===== config.mk =====
export PLATFORM = sky130hd
export DESIGN_NAME = pwm_top
export DESIGN_NICKNAME = d
export VERILOG_FILES = /design/src/rtl/pwm_pkg.sv /design/src/rtl/pwm_ctrl.sv /design/src/rtl/pwm_dp.sv /design/src/rtl/pwm_top.sv
export SDC_FILE = /design/constraint.sdc
export NUM_CORES = 1
export LEC_CHECK = 0
export ABC_AREA = 1
export BUFFER_PORTS_ARGS = -buffer_cell sky130_fd_sc_hd__buf_2
export CAP_MARGIN = 40
export CORE_MARGIN = 3
export CORE_UTILIZATION = 56
export CTS_CLUSTER_SIZE = 25
export DETAILED_ROUTE_END_ITERATION = 16
export GPL_ROUTABILITY_DRIVEN = 0
export GPL_TIMING_DRIVEN = 0
export PLACE_DENSITY = 0.85
export SLEW_MARGIN = 5
export SYNTH_ARGS = -nofsm -noshare
export SYNTH_HDL_FRONTEND = slang
export SYNTH_SLANG_ARGS = --single-unit

===== constraint.sdc =====
create_clock -name clk -period 1.95 [get_ports clk]
set_input_delay 0.0975 -clock clk [delete_from_list [all_inputs] [get_ports clk]]
set_output_delay 0.0975 -clock clk [all_outputs]
set_load 0.05 [all_outputs]

===== src/rtl/pwm_pkg.sv =====
package pwm_pkg;

  // Control word geometry; positions are decoded by the control module.
  parameter int CTRL_W    = 32;
  parameter int RUN_BIT   = 31;
  parameter int FULL_BIT  = 24;
  parameter int THR_LSB   = 16;
  parameter int THR_W     = 8;
  parameter int DIV_LSB   = 0;
  parameter int DIV_W     = 13;

  // Strobes from the control side to the counting datapath.
  typedef struct packed {
    logic restart;  // a write happened this cycle
    logic tick;     // prescaler terminal count while running
    logic run;      // run bit currently set
  } pwmStrobe_t;

endpackage


===== src/rtl/pwm_ctrl.sv =====
module pwm_ctrl
  import pwm_pkg::*;
#(
  parameter int DataW  = CTRL_W,
  parameter int ScaleW = DIV_W,
  parameter int DutyW  = THR_W
) (
  input  logic              clk,
  input  logic              rst,
  input  logic              wrEn,
  input  logic [DataW-1:0]  wrData,
  output pwmStrobe_t        strobe,
  output logic [DutyW-1:0]  dutyVal,
  output logic              fullDuty
);

  localparam logic [DataW-1:0] RunMask  = DataW'(1) << RUN_BIT;
  localparam logic [DataW-1:0] FullMask = DataW'(1) << FULL_BIT;
  localparam logic [DataW-1:0] DutyMask = ((DataW'(1) << DutyW) - DataW'(1)) << THR_LSB;
  localparam logic [DataW-1:0] DivMask  = ((DataW'(1) << ScaleW) - DataW'(1)) << DIV_LSB;
  localparam logic [DataW-1:0] UsedMask = RunMask | FullMask | DutyMask | DivMask;

  logic              runReg;
  logic [ScaleW-1:0] scaleReg;
  logic [ScaleW-1:0] preCnt;
  logic              preTerm;
  logic              unusedReserved;

  // Reserved bits are dropped on write.
  assign unusedReserved = ^(wrData & ~UsedMask);

  always_ff @(posedge clk) begin
    if (rst) begin
      runReg   <= 1'b0;
      fullDuty <= 1'b0;
      dutyVal  <= '0;
      scaleReg <= '0;
    end else if (wrEn) begin
      runReg   <= wrData[RUN_BIT];
      fullDuty <= wrData[FULL_BIT];
      dutyVal  <= wrData[THR_LSB +: DutyW];
      scaleReg <= wrData[DIV_LSB +: ScaleW];
    end
  end

  assign preTerm = (preCnt == scaleReg);

  // Prescaler: terminal count every scaleReg+1 clocks, cleared by any write.
  always_ff @(posedge clk) begin
    if (rst || wrEn || !runReg) begin
      preCnt <= '0;
    end else if (preTerm) begin
      preCnt <= '0;
    end else begin
      preCnt <= preCnt + ScaleW'(1);
    end
  end

  always_comb begin
    strobe.restart = wrEn;
    strobe.run     = runReg;
    strobe.tick    = runReg && preTerm && !wrEn;
  end

endmodule


===== src/rtl/pwm_dp.sv =====
module pwm_dp
  import pwm_pkg::*;
#(
  parameter int DutyW = THR_W
) (
  input  logic             clk,
  input  logic             rst,
  input  pwmStrobe_t       strobe,
  input  logic [DutyW-1:0] dutyVal,
  input  logic             fullDuty,
  output logic             pwmOut
);

  logic [DutyW-1:0] stepCnt;

  // Step counter wraps naturally after 2**DutyW steps.
  always_ff @(posedge clk) begin
    if (rst || strobe.restart || !strobe.run) begin
      stepCnt <= '0;
    end else if (strobe.tick) begin
      stepCnt <= stepCnt + DutyW'(1);
    end
  end

  assign pwmOut = strobe.run && (fullDuty || (stepCnt < dutyVal));

endmodule


===== src/rtl/pwm_top.sv =====
module pwm_top
  import pwm_pkg::*;
#(
  parameter int DataW  = CTRL_W,
  parameter int ScaleW = DIV_W,
  parameter int DutyW  = THR_W
) (
  input  logic             clk,
  input  logic             rst,
  input  logic             wrEn,
  input  logic [DataW-1:0] wrData,
  output logic             pwmOut
);

  pwmStrobe_t       strobe;
  logic [DutyW-1:0] dutyVal;
  logic             fullDuty;

  pwm_ctrl #(.DataW(DataW), .ScaleW(ScaleW), .DutyW(DutyW)) u_ctrl (
    .clk      (clk),
    .rst      (rst),
    .wrEn     (wrEn),
    .wrData   (wrData),
    .strobe   (strobe),
    .dutyVal  (dutyVal),
    .fullDuty (fullDuty)
  );

  pwm_dp #(.DutyW(DutyW)) u_dp (
    .clk      (clk),
    .rst      (rst),
    .strobe   (strobe),
    .dutyVal  (dutyVal),
    .fullDuty (fullDuty),
    .pwmOut   (pwmOut)
  );

endmodule


---- Word-level counts from Yosys, hierarchy flattened ----
Cells that the tools add are included.
cells by class
  add/sub/neg operators ................... 2
  $mul .................................... 0
  div/mod/pow operators ................... 0
  magnitude comparators ................... 1
  equality and inequality tests ........... 1
  shifts and indexed selects .............. 0
  muxes and demuxes ....................... 0
  bitwise gates (word level) .............. 0
  reduce and logical (&&, ||, !) cells .... 9
operator list
  cell                                                             count
  13-bit by 1-bit adder with 13-bit output, second input constant  1
  13-bit equality test                                             1
  8-bit by 1-bit adder with 8-bit output, second input constant    1
  8-bit less-than comparator                                       1
  1-bit logical AND                                                3
  1-bit logical OR                                                 3
  1-bit zero test                                                  2
  2-bit OR reduction                                               1
word-level totals
  bits in registers ....................... 44
  latch bits .............................. 0
  RAM bits ................................ 0
  ROM bits ................................ 0
  input bits .............................. 35
  output and inout bits ................... 1
  logic and storage cells ................. 19
  memories kept ........................... 0

---- Depth between registers and ports, before layout ----
  word-level depth ........................ 3
  depth in mapped cells ................... 12
  mapped depth without buffers ............ 12

---- Modules after synthesis ----
Synthesis repeated with hierarchy kept, for this count alone.
second synthesis, totals
  cells, all modules ...................... 311
  area, all modules ....................... 2227.1 sq um
modules (own cells, without submodules)
  module    times used  cells each  area an instance (sq um)
  pwm_ctrl  1           230         1672.9
  pwm_dp    1           81          554.3

---- Least setup slack after synthesis ----
Ideal clock, no wire load.
  path kind ............................... reg-to-output
  from .................................... register u_ctrl.dutyVal[5]
  to ...................................... output pwmOut
  arrival time ............................ 1.692 ns
  required time ........................... 1.852 ns
  slack ................................... 0.160 ns
  cell stages (with the launch flop) ...... 8
  path through ............................ dfxtp_1 -> inv_1 -> ha_1 -> a21oi_1 -> nor2_1 -> a211oi_1 -> a21oi_1 -> nor2_1
on the way
  longest elaborated chain between the ends .. 3
ends and longest elaborated chain
  item                        line            text
  start, declared             pwm_ctrl.sv:13  output logic [DutyW-1:0] dutyVal,
  start signal, assigned      pwm_ctrl.sv:41  dutyVal <= wrData[THR_LSB +: DutyW];
  8-bit less-than comparator  pwm_dp.sv:25    assign pwmOut = strobe.run && (fullDuty || (stepCnt < dutyVal));
  1-bit logical OR            pwm_dp.sv:25
  1-bit logical AND           pwm_dp.sv:25
  end, declared               pwm_top.sv:12   output logic pwmOut
Every way passes these cells.

---- Worst setup path after layout ----
Same ends and word-level chain as after synthesis.

==> results.md <==
- CTS tree: yes
- Inst Count DP: 402
- WL final: 4984 µm
- Gr usage total: 0.2118
- I/O pin total: 36
- Via count: 2120
- Post-Synthesis Cells: 328
- Htree depth: 2
- Hold Crit Class: in2reg
- Post-synth EDFFs: 0
- Global-route wire length before repair: 8452 µm
- Post-layout util: 0.6766
- Top_reg_cell synth: dfxtp_1
- Crit path time final: 1.839 ns
- Seq/Total Area, Yosys: 0.3807
- Unique cell type count in the Yosys netlist: 27
- RSZ-0062 raised after global routing: true
- Largest net degree at the start of global routing: 13
- Crit-path max FO: 2
- Buffer and inverter count on the worst path: 2
- Dominant delay contributor by cell family on the critical path: compound AO/OA/AOI/OAI gates
- Avg WL per Cell: 12.19 µm
- DRC: 0
- Clock sinks: 44
- P per Cell Area: 652.5 nW/µm²
- CTS max path bufs: 2
- CP max stage delay: 0.31 ns
- Inserted Diodes: 0
- Row count: 22
- Vias/cell: 5.183
- Detailed Place HPWL: 3797 µm
- Total die area: 4939 µm²
- Antenna Nets Post-Route: 0
- Final instance area: 2589 µm²
- Worst Skew: 0.009755 ns
- Worst EP required: 1.85 ns
- Worst VDD drop: 0.0004857 V
- Effective utilization at floorplan: 0.6046
- Final Hold Vio Count: 0
- Fraction of registers with async set/reset: 0
- Worst skew pair latency: 0.29 ns
- Worst-margin pin slew: 0.5859 ns
- Root buf cell: clkbuf_8
- Synth cell count leaders: 79 x nand2_1, 48 x inv_1, 44 x dfxtp_1
- # setup viols final: 0
- Core region area: 3826 µm²
- Max-cap violation count: 0
- Initial antenna violation count: 0
- Vias in the first global route: 1863
- Slowest CP cell: dfxtp_1
- Pre-antenna DRT Iters: 5
- GRT overflow: 0
- TritonCTS Buffers: 5
- Synthesized flop and latch total: 44
- Worst setup SP type: flip-flop
- Synth top area cells: dfxtp_1 38%, nand2_1 13%, inv_1 7.8%, a21oi_1 5.8%, o21ai_0 5.6%
- Worst EP arrival: 1.74 ns
- Final cell count without fillers: 409
- CP Cell Sequence: inv_1 -> ha_1 -> a21oi_1 -> nor2_1 -> a211oi_1 -> a21oi_1 -> nor2_1 -> buf_6
- CP endpoint kind: output port
- Warnings, synthesis: 0
- Initial drt markers: 105
- Die width: 70.28 µm
- Worst setup path category: reg2out
- Reg clk slew, reported paths: 0.08 ns
- Design Power: 1.689 mW
- Fin. max-slew vios: 0
- Setup TNS Final: 0 ns
- Post-Syn Area: 2313 µm²
- Top cell type's share of synthesized area: 0.3807
- Area Growth Syn to Fin: 11.90%
- Share of layout cells above drive strength 1: 0.1551
- Die Y: 70.28 µm
- Final Cycle Share: 0.9432
- Layout Nets: 405
- Hold-fix buffers at CTS: 0
- F_max: 543.7 MHz
- Outcome: completed
- IO buf count: 26
- Pleak: 1.150 nW
- Syn Nets: 372
- Placed Area: 2504 µm²
- Largest area contributor in the netlist: dfxtp_1
- Most frequent cell after synthesis: nand2_1
- Mean Syn Cell Area: 7.053 µm²
- Slew margin rel.: 0.6094
==> metal layers <==
metal | global-route usage | vias up | wire length (µm)
li1 | - | 1103 | -
met1 | 0.3049 | 956 | 2415
met2 | 0.3326 | 56 | 2241
met3 | 0.03453 | 5 | 282
met4 | 0.04468 | 0 | 45
met5 | 0 | - | 0
==> registers in the layout (all words and copies together), names as in the netlist <==
register	count
u_ctrl.dutyVal	8
u_ctrl.fullDuty	1
u_ctrl.preCnt	13
u_ctrl.runReg	1
u_ctrl.scaleReg	13
u_dp.stepCnt	8
==> timing repair <==
item                       in CTS  in global routing
setup endpoints to repair       0                  2
gates resized for setup         0                  5
setup buffers                   0                  0
==> final timing paths <==
check | startpoint | to | slack, ns | depth (start not counted)
worst max-delay path | u_ctrl.dutyVal[5] | pwmOut | 0.11 | 8
worst min-delay path | wrData[7] | u_ctrl.scaleReg[7] | 0.02 | 3
worst max register to register | u_ctrl.preCnt[0] | u_ctrl.preCnt[12] | 0.21 | 8
worst min register to register | u_ctrl.dutyVal[5] | u_ctrl.dutyVal[5] | 0.47 | 2
==> report_power, final <==
| part | switching (mW) | internal (mW) |
|---|---|---|
| Combinational | 0.125 | 0.0774 |
| Clock | 0.294 | 0.244 |
| Sequential | 0.0183 | 0.931 |
| Total | 0.436 | 1.25 |
==> cells in the final DEF, fill, tap and decap left out, drive strengths merged <==
master | netlist | layout
nor3b | 2 | 2
nand3 | 8 | 8
nor2 | 41 | 41
buf | 2 | 28
nor3 | 3 | 3
xnor2 | 4 | 4
a211oi | 1 | 1
o21ai | 26 | 26
a21oi | 29 | 29
nand4 | 9 | 9
clkinv | 1 | 2
inv | 49 | 49
ha | 9 | 9
or2 | 1 | 1
a31oi | 1 | 1
nand2 | 81 | 81
xor2 | 10 | 10
clkbuf | 7 | 13
dfxtp | 44 | 44
==> through the flow <==
step	setup WS, ns	hold slack [ns]
after global routing	-0.04859	0.03488
after CTS	0.05533	0.02471
after global placement	0.2259	0.3181
after floorplan	0.1605	0.1666
after detailed placement	0.2049	0.3270
final	0.1107	0.01991
==> logic make-up (layout without fill, tap and decap cells) <==
logic type | count (synthesis) | count (layout) | share of synthesized area
buffers and inverters | 59 | 92 | 0.1038
adders and majority gates | 9 | 9 | 0.04868
AOI/OAI and AO/OA | 57 | 57 | 0.1282
and+or+nand+nor | 145 | 145 | 0.2856
DFF | 44 | 44 | 0.3807
xor gates and xnor gates | 14 | 14 | 0.05300
==> final cells by class <==
| class | count | area [µm²] |
|---|---|---|
| buffer | 9 | 52.55 |
| clock buffer | 6 | 72.57 |
| clock inverter | 1 | 5.005 |
| fill | 337 | 1237 |
| inverter | 50 | 187.7 |
| multi-input combinational | 225 | 1192 |
| sequential | 44 | 882.1 |
| tap | 48 | 60.06 |
| timing repair buffer | 26 | 136.4 |
==> tightest hold or removal path, stage by stage <==
cell and delay, ns:
buf_2 0.07, nor2_1 0.03, nor2_1 0.08
Power figures use the tool's default switching activity.
